### src/rtl/devmmu_tlb_pkg.sv
`timescale 1ns/1ps
package devmmu_tlb_pkg;
  localparam int ADDR_W = 32;
  typedef logic [ADDR_W-1:0] addr_t;

  typedef enum logic [2:0] {
    OP_NOP        = 3'd0,
    OP_SET_VICTIM = 3'd1,
    OP_FLUSH_SLOT = 3'd2,
    OP_LOAD       = 3'd3,
    OP_FLUSH_ADDR = 3'd4,
    OP_FLUSH_ALL  = 3'd5
  } tlb_op_e;

  // Low-bit mask of the in-page offset for a size code.
  function automatic addr_t offset_mask(input logic [1:0] code);
    case (code)
      2'd0:    offset_mask = 32'h00FF_FFFF;
      2'd1:    offset_mask = 32'h000F_FFFF;
      2'd2:    offset_mask = 32'h0000_FFFF;
      default: offset_mask = 32'h0000_0FFF;
    endcase
  endfunction

  function automatic addr_t page_base(input addr_t a, input logic [1:0] code);
    page_base = a & ~offset_mask(code);
  endfunction

  function automatic logic covers(input addr_t base, input logic [1:0] code, input addr_t da);
    covers = ((base ^ da) & ~offset_mask(code)) == '0;
  endfunction

  function automatic addr_t xlate(input addr_t pa, input logic [1:0] code, input addr_t da);
    xlate = (pa & ~offset_mask(code)) | (da & offset_mask(code));
  endfunction
endpackage

### src/rtl/devmmu_tlb_ctrl.sv
`timescale 1ns/1ps
module devmmu_tlb_ctrl
  import devmmu_tlb_pkg::*;
#(
  parameter int NUM_ENTRIES = 6,
  localparam int IDX_W = (NUM_ENTRIES > 1) ? $clog2(NUM_ENTRIES) : 1
) (
  input  logic             clk,
  input  logic             rst_n,
  input  logic             cmd_valid,
  input  logic [2:0]       cmd_op,
  input  addr_t            cmd_arg,
  output logic [IDX_W-1:0] victim,
  output logic             armed,
  output logic             ev_set_victim,
  output logic             ev_flush_slot,
  output logic             ev_load,
  output logic             ev_flush_addr,
  output logic             ev_flush_all
);
  localparam logic [IDX_W-1:0] LAST_IDX = IDX_W'(NUM_ENTRIES - 1);

  function automatic logic [IDX_W-1:0] next_victim(input logic [IDX_W-1:0] v);
    next_victim = (v == LAST_IDX) ? '0 : v + 1'b1;
  endfunction

  always_comb begin
    ev_set_victim = cmd_valid && (cmd_op == OP_SET_VICTIM) && (cmd_arg < ADDR_W'(NUM_ENTRIES));
    ev_flush_slot = cmd_valid && (cmd_op == OP_FLUSH_SLOT);
    ev_load       = cmd_valid && (cmd_op == OP_LOAD) && armed;
    ev_flush_addr = cmd_valid && (cmd_op == OP_FLUSH_ADDR);
    ev_flush_all  = cmd_valid && (cmd_op == OP_FLUSH_ALL);
  end

  always_ff @(posedge clk) begin
    if (!rst_n) begin
      victim <= '0;
      armed  <= 1'b0;
    end else begin
      if (cmd_valid) armed <= (cmd_op == OP_FLUSH_SLOT);
      if (ev_flush_all)       victim <= '0;
      else if (ev_set_victim) victim <= cmd_arg[IDX_W-1:0];
      else if (ev_load)       victim <= next_victim(victim);
    end
  end
endmodule

### src/rtl/devmmu_tlb_entries.sv
`timescale 1ns/1ps
module devmmu_tlb_entries
  import devmmu_tlb_pkg::*;
#(
  parameter int NUM_ENTRIES = 6,
  parameter int ATTR_W = 4,
  localparam int IDX_W = (NUM_ENTRIES > 1) ? $clog2(NUM_ENTRIES) : 1
) (
  input  logic                   clk,
  input  logic                   rst_n,
  input  logic                   wr_en,
  input  logic [IDX_W-1:0]       wr_idx,
  input  addr_t                  wr_va,
  input  logic [1:0]             wr_size,
  input  addr_t                  wr_pa,
  input  logic [ATTR_W-1:0]      wr_attr,
  input  logic                   kill_slot_en,
  input  logic [IDX_W-1:0]       kill_idx,
  input  logic                   kill_addr_en,
  input  addr_t                  kill_addr,
  input  logic                   kill_all,
  input  logic [IDX_W-1:0]       rd_idx,
  input  addr_t                  lk_addr,
  input  logic [IDX_W-1:0]       sel_idx,
  output logic [NUM_ENTRIES-1:0] valid_vec,
  output logic [NUM_ENTRIES-1:0] lk_match_vec,
  output logic                   rd_valid,
  output addr_t                  rd_va,
  output logic [1:0]             rd_size,
  output addr_t                  rd_pa,
  output logic [ATTR_W-1:0]      rd_attr,
  output addr_t                  sel_pa,
  output logic [1:0]             sel_size,
  output logic [ATTR_W-1:0]      sel_attr
);
  addr_t             va_a   [NUM_ENTRIES];
  addr_t             pa_a   [NUM_ENTRIES];
  logic [1:0]        size_a [NUM_ENTRIES];
  logic [ATTR_W-1:0] attr_a [NUM_ENTRIES];

  for (genvar i = 0; i < NUM_ENTRIES; i++) begin : g_slot
    addr_t             va_r, pa_r;
    logic [1:0]        size_r;
    logic [ATTR_W-1:0] attr_r;
    logic              valid_r;
    logic              hit_wr, hit_kill;

    assign hit_wr   = wr_en && (wr_idx == IDX_W'(i));
    assign hit_kill = (kill_slot_en && (kill_idx == IDX_W'(i))) ||
                      (kill_addr_en && covers(va_r, size_r, kill_addr));

    always_ff @(posedge clk) begin
      if (!rst_n) begin
        va_r    <= '0;
        pa_r    <= '0;
        size_r  <= '0;
        attr_r  <= '0;
        valid_r <= 1'b0;
      end else if (kill_all) begin
        valid_r <= 1'b0;
      end else if (hit_wr) begin
        va_r    <= page_base(wr_va, wr_size);
        pa_r    <= wr_pa;
        size_r  <= wr_size;
        attr_r  <= wr_attr;
        valid_r <= 1'b1;
      end else if (hit_kill) begin
        valid_r <= 1'b0;
      end
    end

    assign va_a[i]         = va_r;
    assign pa_a[i]         = pa_r;
    assign size_a[i]       = size_r;
    assign attr_a[i]       = attr_r;
    assign valid_vec[i]    = valid_r;
    assign lk_match_vec[i] = valid_r && covers(va_r, size_r, lk_addr);
  end

  always_comb begin
    rd_valid = 1'b0;
    rd_va    = '0;
    rd_size  = '0;
    rd_pa    = '0;
    rd_attr  = '0;
    if (int'(rd_idx) < NUM_ENTRIES) begin
      rd_valid = valid_vec[rd_idx];
      rd_va    = va_a[rd_idx];
      rd_size  = size_a[rd_idx];
      rd_pa    = pa_a[rd_idx];
      rd_attr  = attr_a[rd_idx];
    end
  end

  always_comb begin
    sel_pa   = '0;
    sel_size = '0;
    sel_attr = '0;
    if (int'(sel_idx) < NUM_ENTRIES) begin
      sel_pa   = pa_a[sel_idx];
      sel_size = size_a[sel_idx];
      sel_attr = attr_a[sel_idx];
    end
  end
endmodule

### src/rtl/devmmu_tlb_pick.sv
`timescale 1ns/1ps
module devmmu_tlb_pick #(
  parameter int NUM_ENTRIES = 6,
  localparam int IDX_W = (NUM_ENTRIES > 1) ? $clog2(NUM_ENTRIES) : 1
) (
  input  logic [NUM_ENTRIES-1:0] req,
  output logic                   any,
  output logic [IDX_W-1:0]       idx
);
  always_comb begin
    any = |req;
    idx = '0;
    for (int i = NUM_ENTRIES - 1; i >= 0; i--) begin
      if (req[i]) idx = IDX_W'(i);
    end
  end
endmodule

### src/rtl/devmmu_tlb.sv
`timescale 1ns/1ps
module devmmu_tlb
  import devmmu_tlb_pkg::*;
#(
  parameter int NUM_ENTRIES = 6,
  parameter int ATTR_W = 4,
  localparam int IDX_W = (NUM_ENTRIES > 1) ? $clog2(NUM_ENTRIES) : 1
) (
  input  logic              clk,
  input  logic              rst_n,
  input  logic              cmd_valid,
  input  logic [2:0]        cmd_op,
  input  logic [31:0]       cmd_arg,
  input  logic              stage_wr,
  input  logic [31:0]       stage_va,
  input  logic [1:0]        stage_size,
  input  logic [31:0]       stage_pa,
  input  logic [ATTR_W-1:0] stage_attr,
  output logic [IDX_W-1:0]  victim,
  output logic              rd_valid,
  output logic [31:0]       rd_va,
  output logic [1:0]        rd_size,
  output logic [31:0]       rd_pa,
  output logic [ATTR_W-1:0] rd_attr,
  input  logic              lk_valid,
  input  logic [31:0]       lk_addr,
  output logic              lk_hit,
  output logic              lk_miss,
  output logic [31:0]       lk_pa,
  output logic [ATTR_W-1:0] lk_attr
);
  addr_t             stg_va, stg_pa;
  logic [1:0]        stg_size;
  logic [ATTR_W-1:0] stg_attr;

  logic armed, ev_set_victim, ev_flush_slot, ev_load, ev_flush_addr, ev_flush_all;
  logic [NUM_ENTRIES-1:0] valid_vec, lk_match_vec;
  logic                   lk_any;
  logic [IDX_W-1:0]       lk_idx;
  addr_t                  sel_pa;
  logic [1:0]             sel_size;
  logic [ATTR_W-1:0]      sel_attr;

  always_ff @(posedge clk) begin
    if (!rst_n) begin
      stg_va   <= '0;
      stg_pa   <= '0;
      stg_size <= '0;
      stg_attr <= '0;
    end else if (stage_wr) begin
      stg_va   <= stage_va;
      stg_pa   <= stage_pa;
      stg_size <= stage_size;
      stg_attr <= stage_attr;
    end
  end

  devmmu_tlb_ctrl #(.NUM_ENTRIES(NUM_ENTRIES)) ctrl_i (
    .clk(clk), .rst_n(rst_n), .cmd_valid(cmd_valid), .cmd_op(cmd_op), .cmd_arg(cmd_arg),
    .victim(victim), .armed(armed), .ev_set_victim(ev_set_victim),
    .ev_flush_slot(ev_flush_slot), .ev_load(ev_load),
    .ev_flush_addr(ev_flush_addr), .ev_flush_all(ev_flush_all)
  );

  devmmu_tlb_entries #(.NUM_ENTRIES(NUM_ENTRIES), .ATTR_W(ATTR_W)) entries_i (
    .clk(clk), .rst_n(rst_n),
    .wr_en(ev_load), .wr_idx(victim), .wr_va(stg_va), .wr_size(stg_size),
    .wr_pa(stg_pa), .wr_attr(stg_attr),
    .kill_slot_en(ev_flush_slot), .kill_idx(victim),
    .kill_addr_en(ev_flush_addr), .kill_addr(cmd_arg), .kill_all(ev_flush_all),
    .rd_idx(victim), .lk_addr(lk_addr), .sel_idx(lk_idx),
    .valid_vec(valid_vec), .lk_match_vec(lk_match_vec),
    .rd_valid(rd_valid), .rd_va(rd_va), .rd_size(rd_size), .rd_pa(rd_pa), .rd_attr(rd_attr),
    .sel_pa(sel_pa), .sel_size(sel_size), .sel_attr(sel_attr)
  );

  devmmu_tlb_pick #(.NUM_ENTRIES(NUM_ENTRIES)) pick_i (
    .req(lk_match_vec), .any(lk_any), .idx(lk_idx)
  );

  always_ff @(posedge clk) begin
    if (!rst_n) begin
      lk_hit  <= 1'b0;
      lk_miss <= 1'b0;
      lk_pa   <= '0;
      lk_attr <= '0;
    end else begin
      lk_hit  <= lk_valid && lk_any;
      lk_miss <= lk_valid && !lk_any;
      lk_pa   <= (lk_valid && lk_any) ? xlate(sel_pa, sel_size, lk_addr) : '0;
      lk_attr <= (lk_valid && lk_any) ? sel_attr : '0;
    end
  end
endmodule

### config.mk
export PLATFORM = sky130hd
export DESIGN_NAME = devmmu_tlb
export DESIGN_NICKNAME = d
export VERILOG_FILES = /design/src/rtl/devmmu_tlb_pkg.sv /design/src/rtl/devmmu_tlb_ctrl.sv /design/src/rtl/devmmu_tlb_entries.sv /design/src/rtl/devmmu_tlb_pick.sv /design/src/rtl/devmmu_tlb.sv
export SDC_FILE = /design/constraint.sdc
export NUM_CORES = 1
export LEC_CHECK = 0
export BUFFER_PORTS_ARGS = -buffer_cell sky130_fd_sc_hd__buf_2
export CAP_MARGIN = 10
export CELL_PAD_IN_SITES_DETAIL_PLACEMENT = 0
export CELL_PAD_IN_SITES_GLOBAL_PLACEMENT = 1
export CORE_ASPECT_RATIO = 1.4
export CORE_MARGIN = 2
export CORE_UTILIZATION = 41
export CTS_CLUSTER_SIZE = 20
export DETAILED_ROUTE_END_ITERATION = 7
export GPL_TIMING_DRIVEN = 0
export HOLD_SLACK_MARGIN = 0.15
export PLACE_DENSITY_LB_ADDON = 0.1
export SETUP_SLACK_MARGIN = 0.3
export SLEW_MARGIN = 10
export SYNTH_ARGS = -nofsm -noshare
export SYNTH_HDL_FRONTEND = slang
export SYNTH_SLANG_ARGS = --single-unit
### constraint.sdc
create_clock -name clk -period 3.6 [get_ports clk]
set_input_delay 0.72 -clock clk [delete_from_list [all_inputs] [get_ports clk]]
set_output_delay 0.72 -clock clk [all_outputs]
set_load 0.02 [all_outputs]
==> results.ini <==
[run_status]
status=completed

[clock_tree]
htreeDepth=2
cts_made_buffers=49
cts_root_buf=clkbuf_16
cts_tree=built
clkTransAtPathRegs_ps=70
clock_path_buffers=3
clock-sinks=454
clk_latency_ps=600

[global_route]
grt-ovfl-total=0
grt_pass1_wl_mm=144
antenna_found_initial=3
grt_pass1_vias=21500
grt_max_degree=14
track_usage=0.327

[timing]
worst_pin_slew_ps=1350
setup_slack_ps=242
fmax_mhz=298
min_period_ps=3360
setup_tns_ps=0
min_period_over_period=0.933
slew_violations=0
setup-violations-final=0
rsz0062_at_grt=true
skew_ps=19.4
hold_viol=0
max_slew_margin=0.0998
whs_ps=321

[worst_setup_path]
crit_required_ps=4090
critPathLaunchType=register
crit_fanout=4
worstPathArrival_ps=3850
rrSetupSlack_ps=240
endpoint_kind=register
worstSetupPathType=register to register

[yosys]
synthArstFlopShare=0
synth_top_family_by_area=simple AND/OR/NAND/NOR gates
synthMuxAreaShare=0.128
syn_inst=2811
ys.flop_type=dfxtp_1
synth_fa_ha_area_frac=0.000523
postSynthAreaPerCell_um2=8.51
synthDistinctLibCells=57
yosys_warnings=0
synth_area_um2=23900
synth_seq_cells=454
synth-seq-area-share=0.380
synthTopCellsByArea=dfxtp_1 (38%), nand2_1 (13%), a21boi_0 (11%), mux2i_1 (6.8%), xnor2_1 (5.6%)
synth_edf_count=0
synth_compound_area_frac=0.168
synthXorXnorAreaFrac=0.0882
yosysTopAreaCell=dfxtp_1
synthSimpleGateAreaFrac=0.191
synth_top_area_share=0.380

[route]
vias=22000
final_antenna_net_count=0
vias_per_cell=5.70
wl_mm=101
drt_iter0_drc=1939
drc=0
post_drt_wl_per_cell_um=26.2
dr.pass1.iters=6

[floorplan]
coreArea_um2=57600
ios=254
fp-row-count=104
die_y_um=290
dieArea_um2=60300
dieWidth_um=208
start_util=0.415

[final_layout]
drive_above_1_share=0.164
finish.utilization=0.488
layout_common_cells=nand2_1 (817), dfxtp_1 (438), a21boi_0 (350), buf_2 (202), mux2i_1 (159)
final_common_cell=nand2_1
fin_cells=3856
design_area_um2=28200
nNetsFinal=3218
syn_to_final_growth_pct=17.7

[placed_design]
dp_hpwl_mm=75.4
port_buffers=188
post-place-ws_ps=-2120
placed_cells=3752
gp_congestion=1.00
placed_area_um2=25800

[power]
powerDensity_nw_per_um2=395
irDropWorstVdd_mv=0.343
p_total_mw=11.1
p_leak_nw=9.66

[hold_path]
hp-class=input pin to register

[flow_run]
drv_cap=0

==> kinds of logic (layout without fill, tap and decap cells) <==
logic type               count (synthesis)  in the layout
XOR/XNOR                               241            241
multiplexers                           231            231
flip-flops                             454            454
buffers and inverters                  251            540
adder cells (fa/ha/maj)                  1              1
AO/OA/AOI/OAI                          560            560
other                                    1             15
AND/OR/NAND/NOR                       1072           1072
==> path summary, 6_finish.rpt <==
kind / depth (start not counted) / from / end
setup / recovery: 11 / entries_i.g_slot[1].va_r[14] / lk_pa[20]
hold / removal: 2 / lk_addr[9] / lk_pa[9]
setup reg to reg: 11 / entries_i.g_slot[1].va_r[14] / lk_pa[20]
hold reg to reg: 2 / entries_i.g_slot[1].pa_r[11] / entries_i.g_slot[1].pa_r[11]
==> per-layer routing <==
| metal | vias to the layer above | GRT usage | routed length (µm) |
|---|---|---|---|
| li1 | 10000 | - | - |
| met1 | 10700 | 0.392 | 39600 |
| met2 | 1012 | 0.572 | 48900 |
| met3 | 261 | 0.0464 | 6600 |
| met4 | 0 | 0.174 | 5770 |
| met5 | - | 0 | 0 |
==> registers in the layout (all words and copies together) (netlist names) <==
signal,cells
stg_va,20
entries_i.g_slot.valid_r,6
entries_i.g_slot.size_r,12
entries_i.g_slot.attr_r,24
stg_attr,4
ctrl_i.victim,3
ctrl_i.armed,1
entries_i.g_slot.pa_r,192
lk_hit,1
lk_pa,32
entries_i.g_slot.va_r,120
lk_attr,4
stg_pa,32
stg_size,2
lk_miss,1
==> cells in the mapped netlist (4+ instances only) <==
cell and instances:
a31oi_1 5, or4_1 5, buf_1 31, a311oi_2 4, nand4_1 37, nor3_1 20, o21ba_2 5, a21oi_1 34
mux2i_1 162, clkbuf_1 181, xnor2_1 152, o41a_1 9, o211ai_1 28, o21ai_0 94, a211oi_1 7, o41ai_1 8
buf_6 4, a41oi_1 4, nor4_1 19, buf_2 16, nand2_1 819, nand3_1 41, a21boi_0 350, nor2b_1 68
a211o_1 4, nor2_1 21, mux2_2 8, and2_1 17, mux4_2 59, buf_4 15, and3_1 9, dfxtp_1 454
xor2_1 89
==> area by class of cell <==
| class | instances | area (µm²) |
|---|---|---|
| inverters | 4 | 18.8 |
| flip-flops and latches | 454 | 9110 |
| diodes | 3 | 7.51 |
| plain buffers | 246 | 1260 |
| multi-input cells | 2117 | 14100 |
| clock inverters | 13 | 183 |
| clock buffers | 74 | 1480 |
| repair buffers | 203 | 1060 |
| well taps | 742 | 928 |
| fillers | 5661 | 29500 |
==> power by group <==
part	internal, mW	switching (mW)	leakage (nW)
logic	0.260	0.392	5.16
clock network	3.12	2.20	0.820
registers	5.06	0.0837	3.68
==> worst max-delay path: stages (launching register included) <==
cell and delay (ps):
dfxtp_1 380, xor2_1 180, o41a_1 440, o21ai_2 260
and3_4 300, a211oi_4 60, buf_6 140, mux2_4 320
mux2_4 290, or3_4 360, and2_4 210, a311oi_4 300
==> timing repair <==
| action | in CTS | in global routing |
|---|---|---|
| hold buffers | 0 | 0 |
| gates resized for setup | 157 | 54 |
| pin swaps | 7 | 13 |
| setup buffers | 12 | 3 |
| setup endpoints to repair | 196 | 102 |
No activity file was read; power rests on OpenSTA's default activity.
